===== config.mk =====
export PLATFORM = sky130hd
export DESIGN_NAME = pgperm_check
export DESIGN_NICKNAME = d
export VERILOG_FILES = /design/src/rtl/pgperm_pkg.sv /design/src/rtl/pgperm_ctrl.sv /design/src/rtl/pgperm_dp.sv /design/src/rtl/pgperm_check.sv
export SDC_FILE = /design/constraint.sdc
export NUM_CORES = 1
export LEC_CHECK = 0
export CORE_MARGIN = 5
export CORE_UTILIZATION = 29
export DETAILED_ROUTE_END_ITERATION = 10
export GPL_ROUTABILITY_DRIVEN = 0
export GPL_TIMING_DRIVEN = 0
export PLACE_DENSITY = 0.9
export SETUP_SLACK_MARGIN = 0.05
export SLEW_MARGIN = 20
export SYNTH_ARGS = -nofsm -noshare
export SYNTH_HDL_FRONTEND = slang
export SYNTH_SLANG_ARGS = --single-unit

===== constraint.sdc =====
create_clock -name clk -period 2.89 [get_ports clk]
set_input_delay 0.867 -clock clk [delete_from_list [all_inputs] [get_ports clk]]
set_output_delay 0.867 -clock clk [all_outputs]
set_load 0.05 [all_outputs]

===== src/rtl/pgperm_pkg.sv =====
package pgperm_pkg;

  localparam logic [1:0] ACC_WRITE = 2'd1;
  localparam logic [1:0] ACC_FETCH = 2'd2;

  localparam int ERR_WIDTH = 6;
  localparam int ERR_P    = 0;
  localparam int ERR_W    = 1;
  localparam int ERR_U    = 2;
  localparam int ERR_RSVD = 3;
  localparam int ERR_ID   = 4;
  localparam int ERR_PK   = 5;

  // Strobes from control to datapath: at most one verdict flag is raised.
  typedef struct packed {
    logic valid;
    logic grant;
    logic gp;
    logic notPresent;
    logic rsvd;
    logic keyDeny;
    logic protDeny;
  } verdict_t;

endpackage


===== src/rtl/pgperm_ctrl.sv =====
module pgperm_ctrl
  import pgperm_pkg::*;
(
  input  logic       clk,
  input  logic       rstN,
  input  logic       reqValid,
  input  logic [1:0] accType,
  input  logic       userMode,
  input  logic       protUser,
  input  logic       protWrite,
  input  logic       protNoExec,
  input  logic [1:0] walkStat,
  input  logic       ctlWp,
  input  logic       ctlNxe,
  input  logic       ctlSmep,
  input  logic       ctlSmap,
  input  logic       canonOk,
  input  logic       keyAd,
  input  logic       keyWd,
  output verdict_t   verdict
);

  logic isWrite, isFetch;
  logic userBlock, keyBlock, smapBlock, writeBlock, execBlock;

  assign isWrite = (accType == ACC_WRITE);
  assign isFetch = (accType == ACC_FETCH);

  // User request touching a supervisor page.
  assign userBlock = userMode && !protUser;

  // Protection keys never gate instruction fetches.
  assign keyBlock = !isFetch &&
                    (keyAd || (isWrite && keyWd && (userMode || ctlWp)));

  assign smapBlock  = !userMode && ctlSmap && protUser && !isFetch;
  assign writeBlock = isWrite && !protWrite && (userMode || ctlWp);
  assign execBlock  = isFetch &&
                      ((protNoExec && ctlNxe) || (!userMode && ctlSmep && protUser));

  always_comb begin
    verdict = '0;
    if (reqValid) begin
      verdict.valid = 1'b1;
      if (!canonOk) begin
        verdict.gp = 1'b1;
      end else if (walkStat == 2'd1) begin
        verdict.notPresent = 1'b1;
      end else if (walkStat[1]) begin
        verdict.rsvd = 1'b1;
      end else if (userBlock) begin
        verdict.protDeny = 1'b1;
      end else if (keyBlock) begin
        verdict.keyDeny = 1'b1;
      end else if (smapBlock || writeBlock || execBlock) begin
        verdict.protDeny = 1'b1;
      end else begin
        verdict.grant = 1'b1;
      end
    end
  end

  AST_ONE_VERDICT: assert property (@(posedge clk) disable iff (!rstN)
    verdict.valid |-> $onehot({verdict.grant, verdict.gp, verdict.notPresent,
                               verdict.rsvd, verdict.keyDeny, verdict.protDeny}));
  AST_IDLE_NO_VERDICT: assert property (@(posedge clk) disable iff (!rstN)
    !verdict.valid |-> !(verdict.grant || verdict.gp || verdict.notPresent ||
                         verdict.rsvd || verdict.keyDeny || verdict.protDeny));
  AST_FETCH_NO_KEY: assert property (@(posedge clk) disable iff (!rstN)
    (reqValid && accType == ACC_FETCH) |-> !verdict.keyDeny);

endmodule


===== src/rtl/pgperm_dp.sv =====
module pgperm_dp
  import pgperm_pkg::*;
#(
  parameter int VA_W    = 64,
  parameter int LA4_TOP = 47,
  parameter int LA5_TOP = 56,
  parameter int KEY_W   = 4,
  localparam int NUM_KEYS = 1 << KEY_W,
  localparam int PKR_W    = 2 * NUM_KEYS
) (
  input  logic                   clk,
  input  logic                   rstN,
  input  logic [VA_W-1:LA4_TOP]  vaHigh,
  input  logic                   longMode,
  input  logic                   level5,
  input  logic                   protUser,
  input  logic [KEY_W-1:0]       pageKey,
  input  logic                   ctlPke,
  input  logic                   ctlPks,
  input  logic                   ctlNxe,
  input  logic                   ctlSmep,
  input  logic [PKR_W-1:0]       pkUserReg,
  input  logic [PKR_W-1:0]       pkSupReg,
  input  logic [1:0]             accType,
  input  logic                   userMode,
  input  verdict_t               verdict,
  output logic                   canonOk,
  output logic                   keyAd,
  output logic                   keyWd,
  output logic                   rspValid,
  output logic                   allowed,
  output logic                   gpFault,
  output logic                   pfFault,
  output logic [ERR_WIDTH-1:0]   errCode
);

  // Canonical-address test for both paging depths.
  logic [VA_W-1:LA5_TOP] top5;
  logic ok4, ok5;
  assign top5    = vaHigh[VA_W-1:LA5_TOP];
  assign ok4     = (&vaHigh) || !(|vaHigh);
  assign ok5     = (&top5) || !(|top5);
  assign canonOk = !longMode || (level5 ? ok5 : ok4);

  // Rights register selection, then per-key pair extraction.
  logic [PKR_W-1:0]    rightsReg;
  logic [NUM_KEYS-1:0] adVec, wdVec;

  always_comb begin
    if (protUser) rightsReg = ctlPke ? pkUserReg : '0;
    else          rightsReg = ctlPks ? pkSupReg  : '0;
  end

  for (genvar k = 0; k < NUM_KEYS; k++) begin : g_keyPair
    assign adVec[k] = rightsReg[2*k];
    assign wdVec[k] = rightsReg[2*k+1];
  end

  assign keyAd = adVec[pageKey];
  assign keyWd = wdVec[pageKey];

  // Error-code assembly.
  logic anyPf;
  logic [ERR_WIDTH-1:0] codeNext;
  assign anyPf = verdict.notPresent || verdict.rsvd || verdict.keyDeny || verdict.protDeny;

  always_comb begin
    codeNext = '0;
    if (anyPf) begin
      codeNext[ERR_P]    = !verdict.notPresent;
      codeNext[ERR_W]    = (accType == ACC_WRITE);
      codeNext[ERR_U]    = userMode;
      codeNext[ERR_RSVD] = verdict.rsvd;
      codeNext[ERR_ID]   = (accType == ACC_FETCH) && (ctlNxe || ctlSmep);
      codeNext[ERR_PK]   = verdict.keyDeny;
    end
  end

  always_ff @(posedge clk) begin
    if (!rstN) begin
      rspValid <= 1'b0;
      allowed  <= 1'b0;
      gpFault  <= 1'b0;
      pfFault  <= 1'b0;
      errCode  <= '0;
    end else begin
      rspValid <= verdict.valid;
      allowed  <= verdict.grant;
      gpFault  <= verdict.gp;
      pfFault  <= anyPf;
      errCode  <= codeNext;
    end
  end

  AST_RSP_FOLLOWS_REQ: assert property (@(posedge clk) disable iff (!rstN)
    verdict.valid |=> rspValid);
  AST_IDLE_QUIET: assert property (@(posedge clk) disable iff (!rstN)
    !rspValid |-> (!allowed && !gpFault && !pfFault && errCode == '0));
  AST_SINGLE_OUTCOME: assert property (@(posedge clk) disable iff (!rstN)
    rspValid |-> $onehot({allowed, gpFault, pfFault}));
  AST_GP_NO_CODE: assert property (@(posedge clk) disable iff (!rstN)
    gpFault |-> errCode == '0);
  AST_RSVD_HAS_P: assert property (@(posedge clk) disable iff (!rstN)
    errCode[ERR_RSVD] |-> errCode[ERR_P]);
  AST_PK_HAS_P: assert property (@(posedge clk) disable iff (!rstN)
    errCode[ERR_PK] |-> (errCode[ERR_P] && !errCode[ERR_ID]));
  AST_CODE_ONLY_ON_PF: assert property (@(posedge clk) disable iff (!rstN)
    !pfFault |-> errCode == '0);

endmodule


===== src/rtl/pgperm_check.sv =====
module pgperm_check
  import pgperm_pkg::*;
#(
  parameter int VA_W    = 64,
  parameter int LA4_TOP = 47,
  parameter int LA5_TOP = 56,
  parameter int KEY_W   = 4,
  localparam int PKR_W  = 2 * (1 << KEY_W)
) (
  input  logic                  clk,
  input  logic                  rstN,
  input  logic                  reqValid,
  input  logic [1:0]            accType,
  input  logic                  userMode,
  input  logic                  protUser,
  input  logic                  protWrite,
  input  logic                  protNoExec,
  input  logic [KEY_W-1:0]      pageKey,
  input  logic [1:0]            walkStat,
  input  logic                  ctlWp,
  input  logic                  ctlNxe,
  input  logic                  ctlSmep,
  input  logic                  ctlSmap,
  input  logic                  ctlPke,
  input  logic                  ctlPks,
  input  logic [PKR_W-1:0]      pkUserReg,
  input  logic [PKR_W-1:0]      pkSupReg,
  input  logic [VA_W-1:LA4_TOP] vaHigh,
  input  logic                  longMode,
  input  logic                  level5,
  output logic                  rspValid,
  output logic                  allowed,
  output logic                  gpFault,
  output logic                  pfFault,
  output logic [ERR_WIDTH-1:0]  errCode
);

  verdict_t verdict;
  logic canonOk, keyAd, keyWd;

  pgperm_ctrl ctrl_i (
    .clk(clk), .rstN(rstN), .reqValid(reqValid), .accType(accType),
    .userMode(userMode), .protUser(protUser), .protWrite(protWrite),
    .protNoExec(protNoExec), .walkStat(walkStat), .ctlWp(ctlWp),
    .ctlNxe(ctlNxe), .ctlSmep(ctlSmep), .ctlSmap(ctlSmap),
    .canonOk(canonOk), .keyAd(keyAd), .keyWd(keyWd), .verdict(verdict)
  );

  pgperm_dp #(
    .VA_W(VA_W), .LA4_TOP(LA4_TOP), .LA5_TOP(LA5_TOP), .KEY_W(KEY_W)
  ) dp_i (
    .clk(clk), .rstN(rstN), .vaHigh(vaHigh), .longMode(longMode),
    .level5(level5), .protUser(protUser), .pageKey(pageKey),
    .ctlPke(ctlPke), .ctlPks(ctlPks), .ctlNxe(ctlNxe), .ctlSmep(ctlSmep),
    .pkUserReg(pkUserReg), .pkSupReg(pkSupReg), .accType(accType),
    .userMode(userMode), .verdict(verdict), .canonOk(canonOk),
    .keyAd(keyAd), .keyWd(keyWd), .rspValid(rspValid), .allowed(allowed),
    .gpFault(gpFault), .pfFault(pfFault), .errCode(errCode)
  );

endmodule


==> results.py, run 1 <==
metrics = {
    "logic_synthesis": {
        "ys.warnings.count": 0,
        "synth_cell_types": 40,
        "synthFlopType": "dfxtp_1",
        "synth-edff-count": 0,
        "syn-mean-instance-area_um2": 9.75,
        "async_flop_share_pct": 0,
        "synth_top_cell_by_area": "dfxtp_1",
        "synth_area_leaders": "dfxtp_1 (18%), mux4_2 (16%), mux2i_1 (13%), mux4_1 (7.1%), nand4_1 (3.4%)",
        "syn-cell-area_um2": 1110,
        "ys_ff_latch": 10,
        "synth_nets": 218,
        "synthCells": 114,
        "synth_top_cell_area_share_pct": 18.0,
        "ys_seq_area_share_pct": 18.0,
    },
    "route": {
        "wirelength_mm": 4.05,
        "num_vias": 1370,
        "drtPass1Iterations": 4,
        "antenna_left": 0,
        "viasPerCell": 4.93,
        "drt_iter0_drc": 49,
        "route.detailed.drc": 0,
        "wl_per_cell_um": 14.6,
    },
    "pwr": {
        "p_switching_uw": 138,
        "switching_share_pct": 24.9,
        "pwr-share-clk_pct": 25.3,
        "seqPwrFrac_pct": 25.8,
        "comb_power_share_pct": 48.9,
        "peakVddDrop_mv": 0.104,
        "power_uw": 556,
        "powerDensity_nw_per_um2": 237,
        "internal_power_uw": 418,
        "power_leakage_nw": 0.881,
    },
    "critical_path": {
        "worstPathRequired_ns": 3.04,
        "critPathCaptureType": "flop",
        "crit_arrival_ns": 2.79,
        "cp_max_fo": 6,
        "crit_path_start_kind": "input port",
        "worstSetupPathType": "input port to flop",
    },
    "placed_design": {
        "dp_cells": 273,
        "place_ws_ns": -0.327,
        "portBuffers": 111,
        "place_hpwl_mm": 3.60,
    },
    "clocking": {
        "cts.clk_slew.worst_paths_ns": 0.04,
        "cts_num_sinks": 10,
        "cts-buffers-inserted": 3,
        "clock_path_buffers": 2,
        "cts-hold-fix-buffers": 0,
        "cts_root_buf": "clkbuf_8",
        "tritoncts": "yes",
        "h-tree-depth": 1,
    },
    "floorplan": {
        "fp.dieW_um": 71.9,
        "die_area_um2": 5170,
        "io_pins": 114,
        "die_h_um": 71.9,
        "core_area_um2": 3690,
        "start_util_pct": 30.1,
        "rows": 22,
    },
    "grt": {
        "track_usage_pct": 15.0,
        "antenna_found_initial": 0,
        "grt_pass1_wl_mm": 6.20,
        "gr-total-overflow": 0,
        "grt_max_degree": 11,
        "grt_pass1_vias": 1450,
    },
    "finish": {
        "fillers": 333,
        "final_cells": 278,
        "num_antenna_cells": 0,
        "layout-drive-gt1-share_pct": 11.7,
        "area_growth_pct": 111,
        "final_nets": 336,
    },
    "sta": {
        "setup_ws_ns": 0.249,
        "finalHoldViolCount": 0,
        "fmax_mhz": 379,
        "tns_ns": 0,
        "min_period_ns": 2.64,
        "period_share_pct": 91.4,
        "hold-worst-slack_ns": 1.19,
        "grt_setup_unrepaired": "false",
        "maxSlewViolCount": 0,
        "worst_pin_slew_ns": 0.509,
        "setup_violations": 0,
        "relSlewSlack_pct": 66.0,
    },
    "run": {
        "max_cap_viol_count": 0,
    },
    "status": {
        "status": "finished clean",
    },
    "min_path": {
        "holdCritPathClass": "input port to flop",
    },
}
through the flow:
step,instance area (um^2),util [%]
global route,2350,63.7
finish,2350,63.7
detailed placement,2280,61.9
CTS,2330,63.2
global placement,2280,61.9
floorplan,1110,-
registers in the layout (all words and copies together), names as in the netlist:
name / flops
dp_i.gpFault: 1
dp_i.pfFault: 1
dp_i.rspValid: 1
dp_i.errCode: 6
dp_i.allowed: 1
cells in the mapped netlist (3+ instances only):
cell / count
mux2i_1: 14
dfxtp_1: 10
nand2_1: 9
nor2_1: 9
mux4_2: 8
nand3_1: 6
nand4_1: 6
nor3_1: 5
inv_1: 4
nor2b_1: 4
mux4_1: 3
or4_1: 3
routing by layer:
layer	track usage (%)	part of all wire, %	up-vias
li1	-	-	692
met1	17.1	37	604
met2	28.2	52	69
met3	2.63	9.1	5
met4	4.38	0.99	0
met5	0	0	-
layout make-up:
class	instances	area (um^2)	area share [%]
repair buffers	113	1120	47.9
inverters	4	15.0	0.639
flip-flops and latches	10	200	8.52
multi-input cells	94	843	35.9
plain buffers	6	65.1	2.77
clock buffers	3	41.3	1.76
well taps	48	60.1	2.56
timing repair:
item,4_1_cts,5_1_grt
gates cloned,0,1
setup buffers,0,1
resized for setup,4,2
endpoints found under the setup margin,5,4
final timing paths:
check             startpoint                    endpoint  slack [ns]  depth (start not counted)
setup / recovery  pageKey[3]  dp_i.errCode[0]$_SDFF_PN0_        0.25                          7
hold / removal          rstN     dp_i.gpFault$_SDFF_PN0_        1.19                          3
logic make-up (layout without fill, tap and decap cells):
kind of cell | count (synthesis) | count (layout) | share of synthesized area [%]
muxes | 26 | 26 | 36.9
DFF | 10 | 10 | 18.0
buffers and inverters | 10 | 126 | 6.64
and+or+nand+nor | 53 | 53 | 27.3
AOI/OAI and AO/OA | 15 | 15 | 11.1
critical path: stages:
cell and delay (ns):
clkdlybuf4s50_1 0.58, inv_1 0.15, nand2_1 0.11, o211ai_1 0.10, or4_1 0.56, and3_4 0.24, a311oi_2 0.19
power by group through the flow:
| stage | Clock, mW | Sequential (mW) | Combinational (mW) |
|---|---|---|---|
| CTS | 0.141 | 0.143 | 0.272 |
| finish | 0.141 | 0.143 | 0.272 |
| floorplan | 0 | 0.160 | 0.0916 |
| global route | 0.148 | 0.144 | 0.290 |
| detailed placement | 0 | 0.146 | 0.270 |
| global placement | 0 | 0.146 | 0.266 |
cells in the final DEF, fill, tap and decap left out, types with 3 or more instances in the layout:
master,synthesis,final
nand3_1,6,6
dfxtp_1,10,10
or4_1,3,3
clkbuf_8,0,3
clkdlybuf4s50_1,0,109
nor2b_1,4,4
nor3_1,5,5
nor2_1,9,9
mux2i_1,14,14
nand2_1,9,9
inv_1,4,4
mux4_2,8,8
nand4_1,6,6
mux4_1,3,3
(Power assumes the default switching activity.)
==> run 2, diff against run 1 <==
- PLACE_DENSITY: 0.9 -> 0.88
==> run 2 against run 1 <==
  * Highest routed layer unchanged
  * Largest cell class unchanged
  * Largest power group unchanged
  * Flip-flop and latch count unchanged
  * First-iteration DRC count is 10% lower
  * Via count up 2.5%
  * Die area stayed put
==> results.py, run 2 (synthesized netlist as in run 1, its figures left out) <==
metrics = {
    "placed_design": {
        "detailed_place.area_um2": 2280,
        "portBuffers": 111,
        "place_hpwl_mm": 3.58,
    },
    "floorplan": {
        "die_area_um2": 5170,
        "core_area_um2": 3690,
        "io_pins": 114,
        "die_h_um": 71.9,
        "fp.dieW_um": 71.9,
        "start_util_pct": 30.1,
        "rows": 22,
    },
    "route": {
        "wl_met3_um": 419,
        "wirelength_mm": 4.04,
        "route.detailed.drc": 0,
        "num_vias": 1404,
        "drt_iter0_drc": 44,
        "viasPerCell": 5.05,
        "wl_met2_mm": 2.17,
        "wl_per_cell_um": 14.5,
        "highest_layer": "met4",
        "antenna_left": 0,
        "drtPass1Iterations": 4,
        "wl_met1_mm": 1.38,
    },
    "critical_path": {
        "crit_arrival_ns": 2.74,
        "worstSetupPathType": "input port to flop",
        "crit_family": "simple AND/OR/NAND/NOR gates",
        "slowest_stage": "or4_1",
        "cp_cell_sequence": "clkdlybuf4s50_1 -> nand2b_1 -> nor3_2 -> o211ai_1 -> or4_1 -> and3_4 -> and2b_1",
        "crit_path_start_kind": "input port",
        "cp_max_fo": 5,
        "crit_buf_inv": 1,
        "critPathCaptureType": "flop",
        "worstPathRequired_ns": 3.02,
        "max_stage_delay_ns": 0.56,
    },
    "grt": {
        "grt_pass1_wl_mm": 6.24,
        "gr-total-overflow": 0,
        "track_usage_pct": 15.0,
        "antenna_found_initial": 0,
        "grt_max_degree": 11,
        "grt_pass1_vias": 1448,
    },
    "finish": {
        "area_growth_pct": 111,
        "final_nets": 336,
        "layout_common_cells": "clkdlybuf4s50_1 (109), mux2i_1 (14), dfxtp_1 (10)",
        "layout-drive-gt1-share_pct": 11.7,
        "multi_input_area_um2": 843,
        "register_area_um2": 200,
        "largest-register": "dp_i.errCode",
        "stdcell_area_um2": 2350,
        "largest_reg_flops": 6,
        "num_antenna_cells": 0,
        "layout_commonest_cell": "clkdlybuf4s50_1",
        "fillers": 335,
    },
    "pwr": {
        "power_leakage_nw": 0.881,
        "powerDensity_nw_per_um2": 236,
        "peakVddDrop_mv": 0.0955,
    },
    "status": {
        "status": "finished clean",
    },
    "run": {
        "max_cap_viol_count": 0,
    },
    "min_path": {
        "holdCritPathClass": "input port to flop",
    },
    "sta": {
        "grt_setup_unrepaired": "false",
        "period_share_pct": 90.5,
        "tns_ns": 0,
        "finalHoldViolCount": 0,
        "worst_pin_slew_ns": 0.477,
        "min_period_ns": 2.62,
        "fmax_mhz": 382,
        "maxSlewViolCount": 0,
        "relSlewSlack_pct": 67.3,
        "setup_violations": 0,
    },
    "clocking": {
        "h-tree-depth": 1,
        "cts_num_sinks": 10,
        "cts-hold-fix-buffers": 0,
        "cts.clk_slew.worst_paths_ns": 0.04,
        "cts-buffers-inserted": 3,
        "tritoncts": "yes",
        "cts_root_buf": "clkbuf_8",
        "clock_path_buffers": 2,
    },
}
==> run 2: cell counts in the layout (fill, tap and decap cells not counted) <==
Identical to the previous run, type by type.
==> run 2: metal layers <==
metal  global-route usage, %  vias to the layer above
met2                    28.4                       70
met3                    2.77                        7
met4                    6.26                        0
met5                       0                        -
li1                        -                      691
met1                    16.1                      636
==> run 2: cell type report <==
cell class	instances	area share, %
repair buffers	113	47.9
multi-input cells	94	35.9
flip-flops and latches	10	8.52
plain buffers	6	2.77
well taps	48	2.56
clock buffers	3	1.76
inverters	4	0.639
==> run 2: per-stage QoR <==
| stage | std cells | utilization, % | hold WS [ns] | total power [mW] | worst slack (ns) |
|---|---|---|---|---|---|
| 3_3_place_gp | 273 | 61.9 | 1.46 | 0.412 | -0.266 |
| 5_1_grt | 278 | 63.7 | 1.23 | 0.584 | 0.135 |
| 2_1_floorplan | 114 | - | 0.978 | 0.252 | 0.406 |
| 3_5_place_dp | 273 | 61.9 | 1.45 | 0.416 | -0.290 |
| 6_report | 278 | 63.7 | 1.22 | 0.554 | 0.274 |
| 4_1_cts | 276 | 63.1 | 1.22 | 0.557 | 0.0539 |
==> run 2: final timing paths <==
path                  startpoint  cells past startpoint  slack [ns]                      end
worst max-delay path  accType[1]                      7        0.27  dp_i.allowed$_SDFF_PP0_
worst min-delay path        rstN                      3        1.22  dp_i.gpFault$_SDFF_PN0_
==> run 2: repair_timing <==
| action | CTS | global route |
|---|---|---|
| resized for setup | 3 | 3 |
| gates cloned | 0 | 1 |
| setup buffers | 0 | 1 |
| endpoints found under the setup margin | 3 | 3 |
==> run 2: power by group <==
part,switching [mW],internal [mW]
clock network,0.0482,0.0906
logic,0.0874,0.185
registers,0.000798,0.142
==> run 3, diff against run 2 <==
- RECOVER_POWER: default -> 25
==> run 3 against run 2 <==
  * Combinational power is essentially flat
  * Routed wire length is essentially flat
  * First-iteration DRC count is the same
  * Total power shrank 0.19%
  * Flip-flop and latch count is the same
==> results.py, run 3 (synthesized netlist as in run 1, its figures left out) <==
metrics = {
    "sta": {
        "grt_setup_unrepaired": "false",
        "maxSlewViolCount": 0,
        "fmax_mhz": 382,
        "worst_pin_slew_ns": 0.477,
        "period_share_pct": 90.5,
        "setup_ws_ns": 0.274,
        "finalHoldViolCount": 0,
        "relSlewSlack_pct": 67.3,
        "min_period_ns": 2.62,
        "setup_violations": 0,
    },
    "critical_path": {
        "cp_cell_sequence": "clkdlybuf4s50_1 -> nand2b_1 -> nor3_2 -> o211ai_1 -> or4_1 -> and3_4 -> and2b_1",
        "crit_buf_inv": 1,
        "crit_path_start_kind": "input port",
        "worstPathRequired_ns": 3.02,
        "critPathCaptureType": "flop",
        "crit_arrival_ns": 2.74,
        "worstSetupPathType": "input port to flop",
        "slowest_stage": "or4_1",
        "max_stage_delay_ns": 0.56,
        "cp_max_fo": 5,
        "crit_family": "simple AND/OR/NAND/NOR gates",
    },
    "finish": {
        "final_nets": 336,
        "area_growth_pct": 111,
        "largest-register": "dp_i.errCode",
        "final_cells": 278,
        "largest_reg_flops": 6,
        "layout-drive-gt1-share_pct": 11.7,
        "layout_commonest_cell": "clkdlybuf4s50_1",
        "layout_common_cells": "clkdlybuf4s50_1 (104), mux2i_1 (14), dfxtp_1 (10)",
        "num_antenna_cells": 0,
    },
    "clocking": {
        "clock_path_buffers": 2,
        "h-tree-depth": 1,
        "cts_num_sinks": 10,
        "cts_root_buf": "clkbuf_8",
        "cts-buffers-inserted": 3,
        "cts-hold-fix-buffers": 0,
        "cts.clk_slew.worst_paths_ns": 0.04,
        "tritoncts": "yes",
    },
    "run": {
        "max_cap_viol_count": 0,
    },
    "grt": {
        "met3_usage_pct": 2.77,
        "use_met1_pct": 16.1,
        "gr-total-overflow": 0,
        "track_usage_pct": 15.0,
        "grtUsageMet2_pct": 28.4,
        "busiest_layer": "met2",
        "grt_pass1_wl_mm": 6.24,
        "grt_pass1_vias": 1448,
        "grt_max_degree": 11,
        "antenna_found_initial": 0,
    },
    "floorplan": {
        "die_h_um": 71.9,
        "io_pins": 114,
        "start_util_pct": 30.1,
        "core_area_um2": 3690,
        "rows": 22,
        "fp.dieW_um": 71.9,
        "die_area_um2": 5170,
    },
    "route": {
        "wirelength_mm": 4.04,
        "viasPerCell": 5.05,
        "wl_per_cell_um": 14.5,
        "route.detailed.drc": 0,
        "drt_iter0_drc": 44,
        "antenna_left": 0,
        "num_vias": 1404,
        "drtPass1Iterations": 4,
    },
    "pwr": {
        "powerDensity_nw_per_um2": 235,
        "power_leakage_nw": 0.893,
        "power_uw": 553,
        "peakVddDrop_mv": 0.0952,
    },
    "placed_design": {
        "portBuffers": 111,
        "place_ws_ns": -0.290,
        "dp_cells": 273,
        "place_hpwl_mm": 3.58,
    },
    "status": {
        "status": "finished clean",
    },
    "min_path": {
        "holdCritPathClass": "input port to flop",
    },
}
==> run 3: cell count changes in the layout (fill, tap and decap cells not counted) <==
cell             before  now
clkdlybuf4s50_1     109  104
dlygate4sd3_1         0    5
==> run 3: final cells by class <==
class,instances,area [um^2]
plain buffers,6,65.1
well taps,48,60.1
fillers,335,1340
repair buffers,113,1120
flip-flops and latches,10,200
inverters,4,15.0
clock buffers,3,41.3
multi-input cells,94,843
==> run 3: tightest hold or removal path: stages <==
cell	delay, ns
clkdlybuf4s50_1	0.40
nand2_1	0.09
nor2_1	0.05
==> run 3: layer usage <==
metal  vias up  share of wire [%]  routed length (um)
li1        691                  -                   -
met1       636                 34                1370
met2        70                 54                2170
met3         7                 10                 424
met4         0                1.8                  74
met5         -                  0                   0
==> run 3: report_power, final <==
group	internal, mW	switching [mW]
sequential	0.142	0.000712
clock	0.0906	0.0482
combinational	0.184	0.0874
==> run 3: path summary, 6_finish.rpt <==
check / start / endpoint / cells past startpoint
max: accType[1] / dp_i.allowed$_SDFF_PP0_ / 7
min: rstN / dp_i.gpFault$_SDFF_PN0_ / 3
==> run 3: timing repair <==
action	CTS	global route
setup buffers	0	1
hold endpoints to repair	0	0
setup endpoints to repair	3	3
resized for setup	3	3
gates cloned	0	1
==> run 3: metrics by stage <==
step           TNS (ns)  hold slack (ns)  cell area, um^2  util (%)
2_1_floorplan         0            0.978             1110         -
3_3_place_gp      -1.10             1.46             2280      61.9
3_5_place_dp      -1.26             1.45             2280      61.9
4_1_cts               0             1.22             2330      63.1
5_1_grt               0             1.23             2350      63.7
6_report              0             1.22             2350      63.7
